**src/rtl/busmon_pkg.sv**
```systemverilog
package busmon_pkg;

    localparam int STEP_W = 3;
    localparam int BYTE_W = 8;

    localparam logic [BYTE_W-1:0] OPC_BRK = 8'h00;
    localparam logic [BYTE_W-1:0] OPC_JSR = 8'h20;
    localparam logic [BYTE_W-1:0] OPC_RTI = 8'h40;
    localparam logic [BYTE_W-1:0] OPC_RTS = 8'h60;

    typedef enum logic [2:0] {
        OC_BRK, OC_RTI, OC_RTS, OC_JSR, OC_BRANCH, OC_OTHER
    } op_class_e;

    typedef enum logic [1:0] {
        TM_UNLOCKED, TM_SCRIPT, TM_PASS
    } track_mode_e;

    typedef enum logic [1:0] {
        BD_ANY, BD_READ, BD_WRITE
    } bus_dir_e;

    typedef struct packed {
        logic     dummy;
        logic     pending;
        logic     on_stack;
        bus_dir_e dir;
    } step_spec_t;

    typedef struct packed {
        track_mode_e       mode;
        op_class_e         cls;
        logic [STEP_W-1:0] step;
    } track_state_t;

    // Step at which the next opcode fetch is due (the fetch itself is step 0).
    function automatic logic [STEP_W-1:0] script_end(op_class_e c);
        case (c)
            OC_BRK:    return STEP_W'(7);
            OC_RTI,
            OC_RTS,
            OC_JSR:    return STEP_W'(6);
            OC_BRANCH: return STEP_W'(4);
            default:   return STEP_W'(0);
        endcase
    endfunction

    function automatic logic sync_allowed(op_class_e c, logic [STEP_W-1:0] s);
        return (s == script_end(c)) ||
               (c == OC_BRANCH && (s == STEP_W'(2) || s == STEP_W'(3)));
    endfunction

    function automatic step_spec_t mk_spec(logic d, logic p, logic stk, bus_dir_e dir);
        step_spec_t r;
        r.dummy    = d;
        r.pending  = p;
        r.on_stack = stk;
        r.dir      = dir;
        return r;
    endfunction

    // Cycle script: what each step after the fetch is supposed to look like.
    function automatic step_spec_t step_spec(op_class_e c, logic [STEP_W-1:0] s);
        step_spec_t r;
        r = mk_spec(1'b0, 1'b0, 1'b0, BD_ANY);
        case (c)
            OC_BRK: begin
                case (s)
                    3'd1:             r = mk_spec(1'b1, 1'b0, 1'b0, BD_READ);
                    3'd2, 3'd3, 3'd4: r = mk_spec(1'b0, 1'b0, 1'b1, BD_WRITE);
                    3'd5, 3'd6:       r = mk_spec(1'b0, 1'b0, 1'b0, BD_READ);
                    default:          r = mk_spec(1'b0, 1'b0, 1'b0, BD_ANY);
                endcase
            end
            OC_RTI: begin
                case (s)
                    3'd1:             r = mk_spec(1'b1, 1'b0, 1'b0, BD_READ);
                    3'd2:             r = mk_spec(1'b1, 1'b0, 1'b1, BD_READ);
                    3'd3, 3'd4, 3'd5: r = mk_spec(1'b0, 1'b0, 1'b1, BD_READ);
                    default:          r = mk_spec(1'b0, 1'b0, 1'b0, BD_ANY);
                endcase
            end
            OC_RTS: begin
                case (s)
                    3'd1:       r = mk_spec(1'b1, 1'b0, 1'b0, BD_READ);
                    3'd2:       r = mk_spec(1'b1, 1'b0, 1'b1, BD_READ);
                    3'd3, 3'd4: r = mk_spec(1'b0, 1'b0, 1'b1, BD_READ);
                    3'd5:       r = mk_spec(1'b1, 1'b0, 1'b0, BD_READ);
                    default:    r = mk_spec(1'b0, 1'b0, 1'b0, BD_ANY);
                endcase
            end
            OC_JSR: begin
                case (s)
                    3'd1:       r = mk_spec(1'b0, 1'b0, 1'b0, BD_READ);
                    3'd2:       r = mk_spec(1'b1, 1'b0, 1'b1, BD_ANY);
                    3'd3, 3'd4: r = mk_spec(1'b0, 1'b0, 1'b1, BD_WRITE);
                    3'd5:       r = mk_spec(1'b0, 1'b0, 1'b0, BD_READ);
                    default:    r = mk_spec(1'b0, 1'b0, 1'b0, BD_ANY);
                endcase
            end
            OC_BRANCH: begin
                case (s)
                    3'd1:    r = mk_spec(1'b0, 1'b0, 1'b0, BD_READ);
                    3'd2:    r = mk_spec(1'b1, 1'b0, 1'b0, BD_ANY);
                    3'd3:    r = mk_spec(1'b0, 1'b1, 1'b0, BD_ANY);
                    default: r = mk_spec(1'b0, 1'b0, 1'b0, BD_ANY);
                endcase
            end
            default: r = mk_spec(1'b0, 1'b0, 1'b0, BD_ANY);
        endcase
        return r;
    endfunction

endpackage

```
**src/rtl/busmon_opdec.sv**
```systemverilog
module busmon_opdec
    import busmon_pkg::*;
(
    input  logic [BYTE_W-1:0] opcode,
    output op_class_e         cls
);
    localparam int NIB_W = BYTE_W / 2;

    logic is_branch;
    assign is_branch = (opcode[NIB_W-1:0] == '0) && opcode[NIB_W];

    always_comb begin
        if (is_branch)             cls = OC_BRANCH;
        else if (opcode == OPC_BRK) cls = OC_BRK;
        else if (opcode == OPC_RTI) cls = OC_RTI;
        else if (opcode == OPC_RTS) cls = OC_RTS;
        else if (opcode == OPC_JSR) cls = OC_JSR;
        else                        cls = OC_OTHER;
    end
endmodule

```
**src/rtl/busmon_tracker.sv**
```systemverilog
module busmon_tracker
    import busmon_pkg::*;
(
    input  logic         clk,
    input  logic         rst,
    input  logic         sync,
    input  logic         abort,
    input  op_class_e    new_cls,
    output track_state_t st
);
    always_ff @(posedge clk) begin
        if (rst) begin
            st.mode <= TM_UNLOCKED;
            st.cls  <= OC_OTHER;
            st.step <= '0;
        end else if (sync) begin
            st.mode <= (new_cls == OC_OTHER) ? TM_PASS : TM_SCRIPT;
            st.cls  <= new_cls;
            st.step <= STEP_W'(1);
        end else if (st.mode == TM_SCRIPT) begin
            if (abort || st.step == script_end(st.cls)) begin
                st.mode <= TM_PASS;
            end else begin
                st.step <= st.step + STEP_W'(1);
            end
        end
    end

    // pass-through is left only through a fetch
    assert_pass_holds_R9: assert property (@(posedge clk) disable iff (rst)
        (st.mode == TM_PASS && !sync) |=> (st.mode == TM_PASS));

    // a fetch always restarts the script count
    assert_fetch_restarts_R2: assert property (@(posedge clk) disable iff (rst)
        sync |=> (st.step == STEP_W'(1) && st.mode != TM_UNLOCKED));
endmodule

```
**src/rtl/busmon_verdict.sv**
```systemverilog
module busmon_verdict
    import busmon_pkg::*;
#(
    parameter logic [BYTE_W-1:0] STACK_PAGE = 8'h01
) (
    input  logic              clk,
    input  logic              rst,
    input  track_state_t      st,
    input  logic              sync,
    input  logic              rw,
    input  logic [BYTE_W-1:0] addr_hi,
    output logic              locked,
    output logic              is_real,
    output logic              is_dummy,
    output logic              seq_err,
    output logic              abort,
    output logic              pending
);
    step_spec_t spec;
    logic       at_end;
    logic       dir_bad;
    logic       page_bad;

    assign spec     = step_spec(st.cls, st.step);
    assign at_end   = (st.step == script_end(st.cls));
    assign dir_bad  = (spec.dir == BD_READ && !rw) || (spec.dir == BD_WRITE && rw);
    assign page_bad = spec.on_stack && (addr_hi != STACK_PAGE);
    assign locked   = (st.mode != TM_UNLOCKED) || sync;

    always_comb begin
        is_real  = 1'b0;
        is_dummy = 1'b0;
        seq_err  = 1'b0;
        abort    = 1'b0;
        pending  = 1'b0;
        if (sync) begin
            is_real = 1'b1;
            seq_err = (st.mode == TM_SCRIPT) && !sync_allowed(st.cls, st.step);
        end else begin
            case (st.mode)
                TM_PASS: is_real = 1'b1;
                TM_SCRIPT: begin
                    if (at_end) begin
                        is_real = 1'b1;
                    end else if (dir_bad || page_bad) begin
                        is_real = 1'b1;
                        seq_err = 1'b1;
                        abort   = 1'b1;
                    end else if (spec.pending) begin
                        pending = 1'b1;
                    end else if (spec.dummy) begin
                        is_dummy = 1'b1;
                    end else begin
                        is_real = 1'b1;
                    end
                end
                default: ;
            endcase
        end
    end

    // an error cycle is never called dummy
    assert_error_is_real_R10: assert property (@(posedge clk) disable iff (rst)
        seq_err |-> (is_real && !is_dummy && !pending));
endmodule

```
**src/rtl/bus_cycle_classifier.sv**
```systemverilog
module bus_cycle_classifier
    import busmon_pkg::*;
#(
    parameter logic [7:0] STACK_PAGE = 8'h01
) (
    input  logic       clk,
    input  logic       rst,
    input  logic       sync_i,
    input  logic       rw_i,
    input  logic [7:0] addr_hi_i,
    input  logic [7:0] data_i,
    output logic       locked_o,
    output logic       real_o,
    output logic       dummy_o,
    output logic       seq_err_o,
    output logic       late_dummy_o
);
    op_class_e    dec_cls;
    track_state_t st;
    logic         abort;
    logic         pending;
    logic         late_q;

    busmon_opdec u_opdec (
        .opcode (data_i),
        .cls    (dec_cls)
    );

    busmon_tracker u_tracker (
        .clk     (clk),
        .rst     (rst),
        .sync    (sync_i),
        .abort   (abort),
        .new_cls (dec_cls),
        .st      (st)
    );

    busmon_verdict #(.STACK_PAGE(STACK_PAGE)) u_verdict (
        .clk      (clk),
        .rst      (rst),
        .st       (st),
        .sync     (sync_i),
        .rw       (rw_i),
        .addr_hi  (addr_hi_i),
        .locked   (locked_o),
        .is_real  (real_o),
        .is_dummy (dummy_o),
        .seq_err  (seq_err_o),
        .abort    (abort),
        .pending  (pending)
    );

    // Page-cross branch step: verdict known only once that cycle has ended.
    always_ff @(posedge clk) begin
        if (rst) late_q <= 1'b0;
        else     late_q <= pending;
    end
    assign late_dummy_o = late_q;

    assert_unlocked_silent_R1: assert property (@(posedge clk) disable iff (rst)
        !locked_o |-> (!real_o && !dummy_o && !seq_err_o));

    assert_fetch_real_R2: assert property (@(posedge clk) disable iff (rst)
        sync_i |-> (real_o && !dummy_o && locked_o));

    assert_one_verdict_R7: assert property (@(posedge clk) disable iff (rst)
        !(real_o && dummy_o));

    assert_rts_discard_R5: assert property (@(posedge clk) disable iff (rst)
        (sync_i && data_i == OPC_RTS) |=> (sync_i || dummy_o || seq_err_o));

    assert_late_follows_R8: assert property (@(posedge clk) disable iff (rst)
        (locked_o && !real_o && !dummy_o) |=> late_dummy_o);

    assert_late_cause_R8: assert property (@(posedge clk) disable iff (rst)
        late_dummy_o |-> $past(locked_o && !real_o && !dummy_o));

    assert_abort_passes_R11: assert property (@(posedge clk) disable iff (rst)
        (seq_err_o && !sync_i) |=> (real_o || sync_i));
endmodule

```
**config.mk**
```make
export PLATFORM = sky130hd
export DESIGN_NAME = bus_cycle_classifier
export DESIGN_NICKNAME = d
export VERILOG_FILES = /design/src/rtl/busmon_pkg.sv /design/src/rtl/busmon_opdec.sv /design/src/rtl/busmon_tracker.sv /design/src/rtl/busmon_verdict.sv /design/src/rtl/bus_cycle_classifier.sv
export SDC_FILE = /design/constraint.sdc
export NUM_CORES = 1
export LEC_CHECK = 0
export ABC_CLOCK_PERIOD_IN_PS = 3990
export BUFFER_PORTS_ARGS = -buffer_cell sky130_fd_sc_hd__buf_2
export CORE_AREA = 2 2 43 53
export CTS_CLUSTER_DIAMETER = 200
export DETAILED_ROUTE_END_ITERATION = 16
export DIE_AREA = 0 0 45 55
export GPL_TIMING_DRIVEN = 0
export PLACE_DENSITY = 0.77
export SLEW_MARGIN = 20
export SYNTH_ARGS = -nofsm -noshare
export SYNTH_HDL_FRONTEND = slang
export SYNTH_HIERARCHICAL = 1
export SYNTH_SLANG_ARGS = --single-unit
```
**constraint.sdc**
```tcl
create_clock -name clk -period 3.99 [get_ports clk]
set_input_delay 0 -clock clk [delete_from_list [all_inputs] [get_ports clk]]
set_output_delay 0 -clock clk [all_outputs]
set_load 0.005 [all_outputs]
```
==> out/qor_table.md, run 1 <==
| Metric | This run | Unit |
| --- | --- | --- |
| Status | finished, final reports clean | - |
| Max-cap violation count | 0 | - |
| Floorplan die area | 2480 | um^2 |
| CTS tree | done | - |
| Combinational family with the most area after synthesis | simple AND/OR/NAND/NOR gates | - |
| HPWL after detailed placement | 2040 | um |
| Mean routed wirelength per cell | 14.4 | um |
| Synthesized area divided by synthesized cell count | 8.00 | um^2 |
| First-pass GRT wire length | 4240 | um |
| Post-Place Setup Slack | 1180 | ps |
| Antenna violation net count after detailed routing | 0 | - |
| Tcrit/Tclk final | 0.709 | - |
| Area Overhead vs Synth | 17.2 | % |
| Power density over the cells | 173 | nW/um^2 |
| Number of DRC markers in iteration 0 | 16 | - |
| Least setup slack across all paths after layout | 1160 | ps |
| Number of design rule violations left after detail routing | 0 | - |
| Cell count of the worst reg-to-reg path | 10 | - |
| Max_slew headroom | 0.681 | - |
| Worst-case clock buffer depth | 2 | - |
| Top cell type's share of synthesized area | 0.171 | - |
| Worst clock skew on the final layout | 2.62 | ps |
| Crit path launch | u_tracker/st[2] | - |
| Post-synthesis cell type with the largest combined area | dfxtp_1 | - |
| Adder-cell share of the synthesized area | 0.0592 | - |
| Number of buffers inserted during clock tree synthesis | 3 | - |
| CP startpoint kind | flip-flop | - |
| XOR/XNOR share of the synthesized area | 0.0166 | - |
| Number of antenna violations at the first check in global routing | 0 | - |
| Most common flop cell mapped by yosys | dfxtp_1 | - |
| Starting density of the core | 0.533 | - |
| Sequential element share of the synthesized area | 0.171 | - |
| Synthesized instance count | 132 | - |
| Source-to-sink clock delay at the later pin of the worst-skew pair | 260 | ps |
| Reg-to-reg setup timing slack | 1160 | ps |
| Routed vias | 1088 | - |
| Endpoint arrival time on the critical path | 3020 | ps |
| Worst reg2reg startpoint | u_tracker/st[2] | - |
| Setup crit end kind | flip-flop | - |
| Total negative slack | 0 | ps |
| Main area contributors after synthesis | dfxtp_1, ha_1, mux2i_1 | - |
| Final setup violation count | 0 | - |
| Detailed-route vias per instance | 6.01 | - |
| Worst EP required | 4180 | ps |
| Worst reg2reg endpoint | u_tracker/st[0] | - |
| Final routed wirelength across all metal layers | 2610 | um |
| Unique cell type count in the Yosys netlist | 57 | - |
| Kind of critical path | flip-flop to flip-flop | - |
| Yosys Warn Count | 6 | - |
| Post-CTS setup buffer count | 0 | - |
| Worst-path maximum fanout | 10 | - |
| Number of synthesized flops with an enable pin | 0 | - |
| Vias in the first global route | 1046 | - |
| Most used standard cells in the synthesized netlist | inv_1, nand2_1, nor2_1 | - |
| CTS H-Tree Depth | 1 | - |
| Post-synthesis sequential element count | 9 | - |
| TritonCTS sink count | 9 | - |
| Total count of hold-check failures in the final report | 0 | - |
| GP Congestion | 0.855 | - |
| Post-layout net count | 187 | - |
| Total GRT Usage | 0.229 | - |
| Period minus WS final | 2830 | ps |
| Achievable clock frequency | 353 | MHz |
| Count of antenna diodes in the layout | 0 | - |
| GRT overflow | 0 | - |
| Share of synthesized registers carrying an async set or reset | 0 | - |
| Complex-gate fraction of the synthesized area | 0.276 | - |
| Number of I/O port buffers | 24 | - |
| X dimension of the die | 45 | um |
| Number of nets in the synthesized netlist | 157 | - |
| Library cell used as clock root buffer | clkbuf_4 | - |
| Clock-pin slew reported for the worst setup and hold paths after clock tree synthesis | 60 | ps |
| Worst Hold Launch | data_i[7] | - |
| Synth Area in Simple Gates | 0.359 | - |
| Hold Crit Endpoint | u_tracker/st[5] | - |
| Fraction of layout instances using a drive strength above 1 | 0.267 | - |
| Cell depth of the worst hold path | 4 | - |
| Largest net degree at the start of global routing | 17 | - |
| Transition time at the pin with the least slew margin | 477 | ps |
| DRT Pass-1 Iters | 4 | - |
| Die Height | 55 | um |
| Multiplexer share of the synthesized area | 0.0474 | - |
| P_leak | 0.515 | nW |
| # IOs | 25 | - |
| Class of the tightest hold or removal check | input pin to flip-flop | - |
| Netlist area before placement | 1060 | um^2 |
| Unrepaired setup endpoints after global routing | false | - |
| Standard-cell row count | 18 | - |
| Highest ir drop seen on vdd | 0.159 | mV |
| Core Footprint | 1980 | um^2 |
| Max Slew Vio Count | 0 | - |
## cells by family after synthesis
group,Yosys count
AOI/OAI and AO/OA,33
xor gates and xnor gates,2
adders and majority gates,5
buffers and inverters,16
DFF,9
muxes,5
and+or+nand+nor,62
## critical path, cell delays in order (launching register included)
cell      delay (ps)
dfxtp_1          500
buf_4            230
inv_1             50
ha_1             300
o32ai_1          350
or2_2            190
o2111a_1         210
nor3_1            90
nand3b_1         220
or4_1            430
a31oi_1          180
## area by class of cell
cell class,instances,area [um^2]
clock buffers,4,26.3
flip-flops and latches,9,180
well taps,20,25.0
fillers,185,744
inverters,11,41.3
repair buffers,25,130
plain buffers,5,33.8
multi-input cells,107,801
## cell usage in the layout (no fill, tap or decap), types with 3 or more instances in the layout
cell type	instances
buf_2	24
clkbuf_1	3
clkbuf_4	3
dfxtp_1	9
ha_1	5
inv_1	11
mux2i_1	5
nand2_1	11
nand3_1	3
nand3b_1	5
nor2_1	11
nor2b_1	3
nor3_1	4
o21ai_0	4
or3b_1	4
## worst max path at each step
| stage | end | slack [ps] | cells past startpoint |
|---|---|---|---|
| final | u_tracker/st[0] | 1160 | 10 |
| after global placement | u_tracker/st[1] | 1290 | 10 |
| after detailed placement | u_tracker/st[0] | 1180 | 10 |
| after CTS | u_tracker/st[0] | 1150 | 10 |
| after floorplan | u_tracker/st[0] | 1520 | 10 |
| after global routing | u_tracker/st[0] | 890 | 10 |
## flip-flops by register name (all words and copies together) (netlist names)
register	cells
late_dummy_o	1
u_tracker/st	8
## per-stage QoR
stage / area [um^2] / hold WS (ps) / std cells / util / power [mW]
after global placement: 1200 / 275 / 176 / 0.606 / 0.140
after detailed placement: 1200 / 272 / 176 / 0.606 / 0.143
after floorplan: 1060 / 64.3 / 132 / - / 0.124
after global routing: 1240 / 122 / 181 / 0.624 / 0.226
final: 1240 / 118 / 181 / 0.624 / 0.215
after CTS: 1240 / 105 / 181 / 0.624 / 0.219
## layer usage
metal | track usage | wire (um)
met2 | 0.455 | 1430
met5 | 0 | 0
met3 | 0.00974 | 84
met4 | 0.0931 | 16
met1 | 0.248 | 1080
## power breakdown
part	switching (mW)	internal [mW]	leakage, nW
clock	0.0340	0.0387	0.0150
combinational	0.0244	0.0219	0.427
sequential	0.00397	0.0917	0.0733
## timing repair
action | CTS | global route
hold buffers | 1 | 0
resized for setup | 0 | 0
endpoints found under the hold margin | 1 | 0
Note: power is estimated with default switching activity, not from simulation.
==> run 2, diff against run 1 <==
--- a/config.mk
+++ b/config.mk
@@ -5,14 +5,14 @@
 export SDC_FILE = /design/constraint.sdc
 export NUM_CORES = 1
 export LEC_CHECK = 0
-export ABC_CLOCK_PERIOD_IN_PS = 3990
+export ABC_CLOCK_PERIOD_IN_PS = 2400
 export BUFFER_PORTS_ARGS = -buffer_cell sky130_fd_sc_hd__buf_2
-export CORE_AREA = 2 2 43 53
+export CORE_AREA = 2 2 46 57
 export CTS_CLUSTER_DIAMETER = 200
 export DETAILED_ROUTE_END_ITERATION = 16
-export DIE_AREA = 0 0 45 55
+export DIE_AREA = 0 0 48 59
 export GPL_TIMING_DRIVEN = 0
-export PLACE_DENSITY = 0.77
+export PLACE_DENSITY = 0.7
 export SLEW_MARGIN = 20
 export SYNTH_ARGS = -nofsm -noshare
 export SYNTH_HDL_FRONTEND = slang
==> constraint.sdc (replaced) <==
create_clock -name clk -period 2.4 [get_ports clk]
set_input_delay 0 -clock clk [delete_from_list [all_inputs] [get_ports clk]]
set_output_delay 0 -clock clk [all_outputs]
set_load 0.005 [all_outputs]
==> run 2 against run 1 <==
Die area rose by 14%. Maximum frequency rose by 23%. Clock power rose by 61%. The flow now finishes with violations (negative hold slack). First-iteration DRC count rose by 140%. Clock-buffer cell count did not move. Non-clock buffer count rose by 1. Via count rose by 3.4%. Power rose by 66%. Design area rose by 9.5%. Global-route usage fell by 3.0 points. Highest routed layer unchanged. Sequential cell count did not move. Largest cell class unchanged. Combinational power rose by 75%.
==> out/qor_table.md, run 2 (synthesis results as in run 1) <==
| Metric | This run | Unit |
| --- | --- | --- |
| Fraction of layout instances using a drive strength above 1 | 0.364 | - |
| Final setup violation count | 0 | - |
| Endpoint arrival time on the critical path | 2450 | ps |
| Worst Hold Launch | rst | - |
| Die Height | 59 | um |
| HPWL after detailed placement | 1920 | um |
| Area Overhead vs Synth | 28.3 | % |
| Post-layout net count | 188 | - |
| Worst clock skew on the final layout | 3.62 | ps |
| Standard-cell row count | 19 | - |
| Period minus WS final | 2300 | ps |
| # IOs | 25 | - |
| Highest ir drop seen on vdd | 0.344 | mV |
| Worst reg2reg startpoint | u_tracker/st[2] | - |
| Antenna violation net count after detailed routing | 0 | - |
| Detailed-route vias per instance | 5.83 | - |
| Setup crit end kind | flip-flop | - |
| Library cell used as clock root buffer | clkbuf_4 | - |
| Max_slew headroom | 0.723 | - |
| Unrepaired setup endpoints after global routing | true | - |
| DRT Pass-1 Iters | 4 | - |
| Highest-count cells in the layout ignoring fill and taps | buf_2, inv_1, nor2_1, nand2_1 | - |
| Vias in the first global route | 1005 | - |
| Clock-pin slew reported for the worst setup and hold paths after clock tree synthesis | 60 | ps |
| Kind of critical path | flip-flop to flip-flop | - |
| Worst EP required | 2540 | ps |
| Tcrit/Tclk final | 0.960 | - |
| GRT overflow | 0 | - |
| Worst hold slack after final layout | -0.432 | ps |
| CP startpoint kind | flip-flop | - |
| Cell depth of the worst hold path | 2 | - |
| Least setup slack across all paths after layout | 96.6 | ps |
| Post-detailed-placement cell area | 1220 | um^2 |
| Mean routed wirelength per cell | 13.5 | um |
| Reg-to-reg setup timing slack | 100 | ps |
| Number of DRC markers in iteration 0 | 38 | - |
| First-pass GRT wire length | 4150 | um |
| Max Slew Vio Count | 0 | - |
| GP Congestion | 0.835 | - |
| Number of antenna violations at the first check in global routing | 0 | - |
| Hold Crit Endpoint | late_dummy_o | - |
| Fillers | 208 | - |
| Violations in the final reports | negative hold slack | - |
| Cell Count Post-Placement | 187 | - |
| Post-route insts no fill | 193 | - |
| Largest net degree at the start of global routing | 17 | - |
| Number of design rule violations left after detail routing | 0 | - |
| Cts-stage hold buffer count | 0 | - |
| Final routed wirelength across all metal layers | 2600 | um |
| CTS H-Tree Depth | 1 | - |
| TritonCTS sink count | 9 | - |
| Transition time at the pin with the least slew margin | 412 | ps |
| X dimension of the die | 48 | um |
| Worst-case clock buffer depth | 2 | - |
| Leading cell type in the layout, fill and taps excluded | buf_2 | - |
| Floorplan die area | 2830 | um^2 |
| Class of the tightest hold or removal check | input pin to flip-flop | - |
| Post-route cell area | 1360 | um^2 |
| CTS tree | done | - |
| Combined area of the multi-input logic cells | 880 | um^2 |
| Starting density of the core | 0.468 | - |
| Worst reg2reg endpoint | u_tracker/st[1] | - |
| Post-Place Setup Slack | -257 | ps |
| Number of I/O port buffers | 24 | - |
| Cell count of the worst reg-to-reg path | 8 | - |
| Max-cap violation count | 0 | - |
| Power density over the cells | 263 | nW/um^2 |
| Number of buffers inserted during clock tree synthesis | 3 | - |
| P_leak | 0.560 | nW |
| Total GRT Usage | 0.199 | - |
| Source-to-sink clock delay at the later pin of the worst-skew pair | 260 | ps |
| Status | complete, but fails checks | - |
| Routed vias | 1125 | - |
| Max FFs per register | 8 | - |
| Total count of hold-check failures in the final report | 1 | - |
| Count of antenna diodes in the layout | 0 | - |
| Achievable clock frequency | 434 | MHz |
| Total negative slack | 0 | ps |
| Worst-path maximum fanout | 9 | - |
| Top reg by flops | u_tracker/st | - |
| Core Footprint | 2260 | um^2 |
| Total area of sequential cells | 193 | um^2 |
-- run 2: worst max-delay path, cell delays in order (launching register included) --
cell and delay [ps]:
dfxtp_4 350, buf_4 160, or3b_4 420, nor4bb_2 330
and2b_2 290, nor3_4 230, nand3b_1 180, nor3_1 80
mux2i_1 140
-- run 2: timing repair --
| action | CTS | global route |
|---|---|---|
| setup buffers | 1 | 1 |
| pin swaps | 3 | 7 |
| endpoints found under the setup margin | 5 | 3 |
| resized for setup | 9 | 13 |
-- run 2: cell type report --
cell class | count | share of cell area
clock buffers | 4 | 0.0194
multi-input cells | 107 | 0.649
flip-flops and latches | 9 | 0.142
well taps | 31 | 0.0286
inverters | 11 | 0.0305
repair buffers | 26 | 0.0997
plain buffers | 5 | 0.0305
-- run 2: routing by layer --
metal / GRT usage / part of all wire / vias to the layer above
met1: 0.242 / 0.43 / 516
met4: 0.0965 / 0.017 / 0
li1: - / - / 564
met5: 0 / 0 / -
met3: 0.0122 / 0.036 / 6
met2: 0.339 / 0.51 / 39
-- run 2: worst max-delay path by stage --
stage	from	endpoint	slack [ps]
global placement	u_tracker/st[2]	u_tracker/st[1]	-200
global route	u_tracker/st[2]	u_tracker/st[1]	-20
detailed placement	u_tracker/st[2]	u_tracker/st[1]	-260
finish	u_tracker/st[2]	u_tracker/st[1]	100
floorplan	u_tracker/st[2]	u_tracker/st[0]	10
CTS	u_tracker/st[4]	u_tracker/st[1]	30
-- run 2: per-stage QoR --
step	util	total power [mW]
after floorplan	-	0.206
after global placement	0.539	0.234
after detailed placement	0.539	0.237
after CTS	0.572	0.353
after global routing	0.600	0.379
final	0.600	0.356
-- run 2: power breakdown --
group          internal [mW]  switching (mW)
Clock                 0.0641          0.0533
Sequential             0.150         0.00737
Combinational         0.0396          0.0414
==> run 3, diff against run 2 <==
--- a/config.mk
+++ b/config.mk
@@ -8,6 +8,7 @@
 export ABC_CLOCK_PERIOD_IN_PS = 2400
 export BUFFER_PORTS_ARGS = -buffer_cell sky130_fd_sc_hd__buf_2
 export CORE_AREA = 2 2 46 57
+export CTS_BUF_LIST = sky130_fd_sc_hd__clkbuf_4 sky130_fd_sc_hd__clkbuf_8 sky130_fd_sc_hd__clkbuf_16
 export CTS_CLUSTER_DIAMETER = 200
 export DETAILED_ROUTE_END_ITERATION = 16
 export DIE_AREA = 0 0 48 59
==> run 3 against run 2 <==
The flow now finishes without violations. Clock-buffer cell count stayed put. Utilization is 0.17 points higher. Final cell count stayed put. Largest power group unchanged. Sequential power hardly changed. Register-to-register slack hardly changed. Worst hold slack better by 2.9 ps.
==> out/qor_table.md, run 3 (synthesis results as in run 1) <==
| Metric | This run | Unit |
| --- | --- | --- |
| Mean routed wirelength per cell | 13.4 | um |
| Highest ir drop seen on vdd | 0.292 | mV |
| Core Footprint | 2260 | um^2 |
| Cts-stage hold buffer count | 0 | - |
| Max FFs per register | 8 | - |
| Post-Place Setup Slack | -257 | ps |
| Endpoint arrival time on the critical path | 2440 | ps |
| Worst-case clock buffer depth | 2 | - |
| Crit path to | u_tracker/st[1] | - |
| Vias in the first global route | 1006 | - |
| Standard-cell row count | 19 | - |
| Status | finished, final reports clean | - |
| Largest net degree at the start of global routing | 17 | - |
| Number of antenna violations at the first check in global routing | 0 | - |
| Detailed-route vias per instance | 5.79 | - |
| CTS H-Tree Depth | 1 | - |
| Starting density of the core | 0.468 | - |
| Clock-pin slew reported for the worst setup and hold paths after clock tree synthesis | 60 | ps |
| Fillers | 208 | - |
| Count of antenna diodes in the layout | 0 | - |
| Leading cell type in the layout, fill and taps excluded | buf_2 | - |
| Power density over the cells | 270 | nW/um^2 |
| Worst reg2reg endpoint | u_tracker/st[1] | - |
| Number of buffers inserted during clock tree synthesis | 3 | - |
| Area Overhead vs Synth | 28.7 | % |
| Seq pwr share | 0.430 | - |
| Max_slew headroom | 0.715 | - |
| Worst reg2reg startpoint | u_tracker/st[2] | - |
| Global Route met1 Usage | 0.236 | - |
| GRT overflow | 0 | - |
| Total count of hold-check failures in the final report | 0 | - |
| Total GRT Usage | 0.195 | - |
| Post-layout net count | 188 | - |
| GR Util met2 | 0.339 | - |
| Final routed wirelength across all metal layers | 2580 | um |
| Period minus WS final | 2300 | ps |
| Max Slew Vio Count | 0 | - |
| Worst clock skew on the final layout | 1.04 | ps |
| P_leak | 0.564 | nW |
| Crit path launch | u_tracker/st[2] | - |
| Max-cap violation count | 0 | - |
| Number of DRC markers in iteration 0 | 49 | - |
| Switching power | 0.101 | mW |
| HPWL after detailed placement | 1920 | um |
| Source-to-sink clock delay at the later pin of the worst-skew pair | 260 | ps |
| Highest-count cells in the layout ignoring fill and taps | buf_2, inv_1, nor2_1, nand2_1 | - |
| Internal Dissipation | 0.265 | mW |
| Worst EP required | 2540 | ps |
| First-pass GRT wire length | 4110 | um |
| Reg-to-reg setup timing slack | 100 | ps |
| CP startpoint kind | flip-flop | - |
| Number of design rule violations left after detail routing | 0 | - |
| Least setup slack across all paths after layout | 99.2 | ps |
| Worst-path maximum fanout | 9 | - |
| Routed vias | 1118 | - |
| Achievable clock frequency | 435 | MHz |
| Die Height | 59 | um |
| DRT Pass-1 Iters | 4 | - |
| Cell count of the worst reg-to-reg path | 8 | - |
| Setup crit end kind | flip-flop | - |
| X dimension of the die | 48 | um |
| Floorplan die area | 2830 | um^2 |
| Final setup violation count | 0 | - |
| Number of I/O port buffers | 24 | - |
| GR met3 Demand/Resource | 0.0122 | - |
| # IOs | 25 | - |
| TritonCTS sink count | 9 | - |
| Most Crowded Layer GR | met2 | - |
| Antenna violation net count after detailed routing | 0 | - |
| Top reg by flops | u_tracker/st | - |
| CTS tree | done | - |
| Tcrit/Tclk final | 0.959 | - |
| Relative contribution of combinational cells to total power | 0.221 | - |
| Class of the tightest hold or removal check | input pin to flip-flop | - |
| Switching share of power | 0.277 | - |
| Library cell used as clock root buffer | clkbuf_4 | - |
| Transition time at the pin with the least slew margin | 428 | ps |
| GP Congestion | 0.835 | - |
| Cell Count Post-Placement | 187 | - |
| Proportion of power drawn by the clock network | 0.349 | - |
| Kind of critical path | flip-flop to flip-flop | - |
| Fraction of layout instances using a drive strength above 1 | 0.370 | - |
| Post-route insts no fill | 193 | - |
| Unrepaired setup endpoints after global routing | true | - |
==> run 3: power by group through the flow <==
stage | sequential (mW) | clock [mW] | combinational, mW
floorplan | 0.161 | 0 | 0.0450
global placement | 0.162 | 0 | 0.0714
detailed placement | 0.163 | 0 | 0.0739
CTS | 0.159 | 0.130 | 0.0768
global route | 0.158 | 0.137 | 0.0919
finish | 0.158 | 0.128 | 0.0810
==> run 3: how the worst min path moves through the flow <==
stage	startpoint	to	slack [ps]	depth (start not counted)
5_1_grt	rst	late_dummy_o	20	2
4_1_cts	rst	late_dummy_o	2	2
2_1_floorplan	rst	late_dummy_o	60	1
3_5_place_dp	rst	late_dummy_o	280	2
3_3_place_gp	rst	late_dummy_o	280	2
6_report	rst	late_dummy_o	2	2
==> run 3: timing repair <==
| action | 4_1_cts | 5_1_grt |
|---|---|---|
| resized for setup | 9 | 13 |
| setup buffers | 1 | 1 |
| setup endpoints to repair | 5 | 3 |
| gates cloned | 0 | 0 |
| pin swaps | 3 | 7 |
==> run 3: layout make-up <==
type	instances	area, um^2	area share
Buffer	5	41.3	0.0304
Clock buffer	4	30.0	0.0221
Inverter	11	41.3	0.0304
Multi-Input combinational cell	107	880	0.647
Sequential cell	9	193	0.142
Tap cell	31	38.8	0.0285
Timing Repair Buffer	26	135	0.0994
==> run 3: stage by stage <==
stage          TNS, ps  total power [mW]  hold slack, ps  utilization  area, um^2
5_1_grt          -31.0             0.388            19.2        0.602        1360
6_report             0             0.367            2.46        0.602        1360
4_1_cts              0             0.365            1.81        0.574        1300
3_5_place_dp     -1060             0.237             278        0.539        1220
2_1_floorplan        0             0.206            64.3            -        1060
3_3_place_gp      -754             0.234             280        0.539        1220
==> run 3: critical path: stages, from the launching register on <==
cell and delay [ps]:
dfxtp_4 350, buf_4 160, or3b_4 420, nor4bb_2 330
and2b_2 290, nor3_4 230, nand3b_1 180, nor3_1 80
mux2i_1 140
==> run 3: routing by layer <==
metal / share of wire / up-vias
met5: 0 / -
met4: 0.017 / 0
met3: 0.040 / 6
met2: 0.52 / 35
met1: 0.42 / 516
li1: - / 561
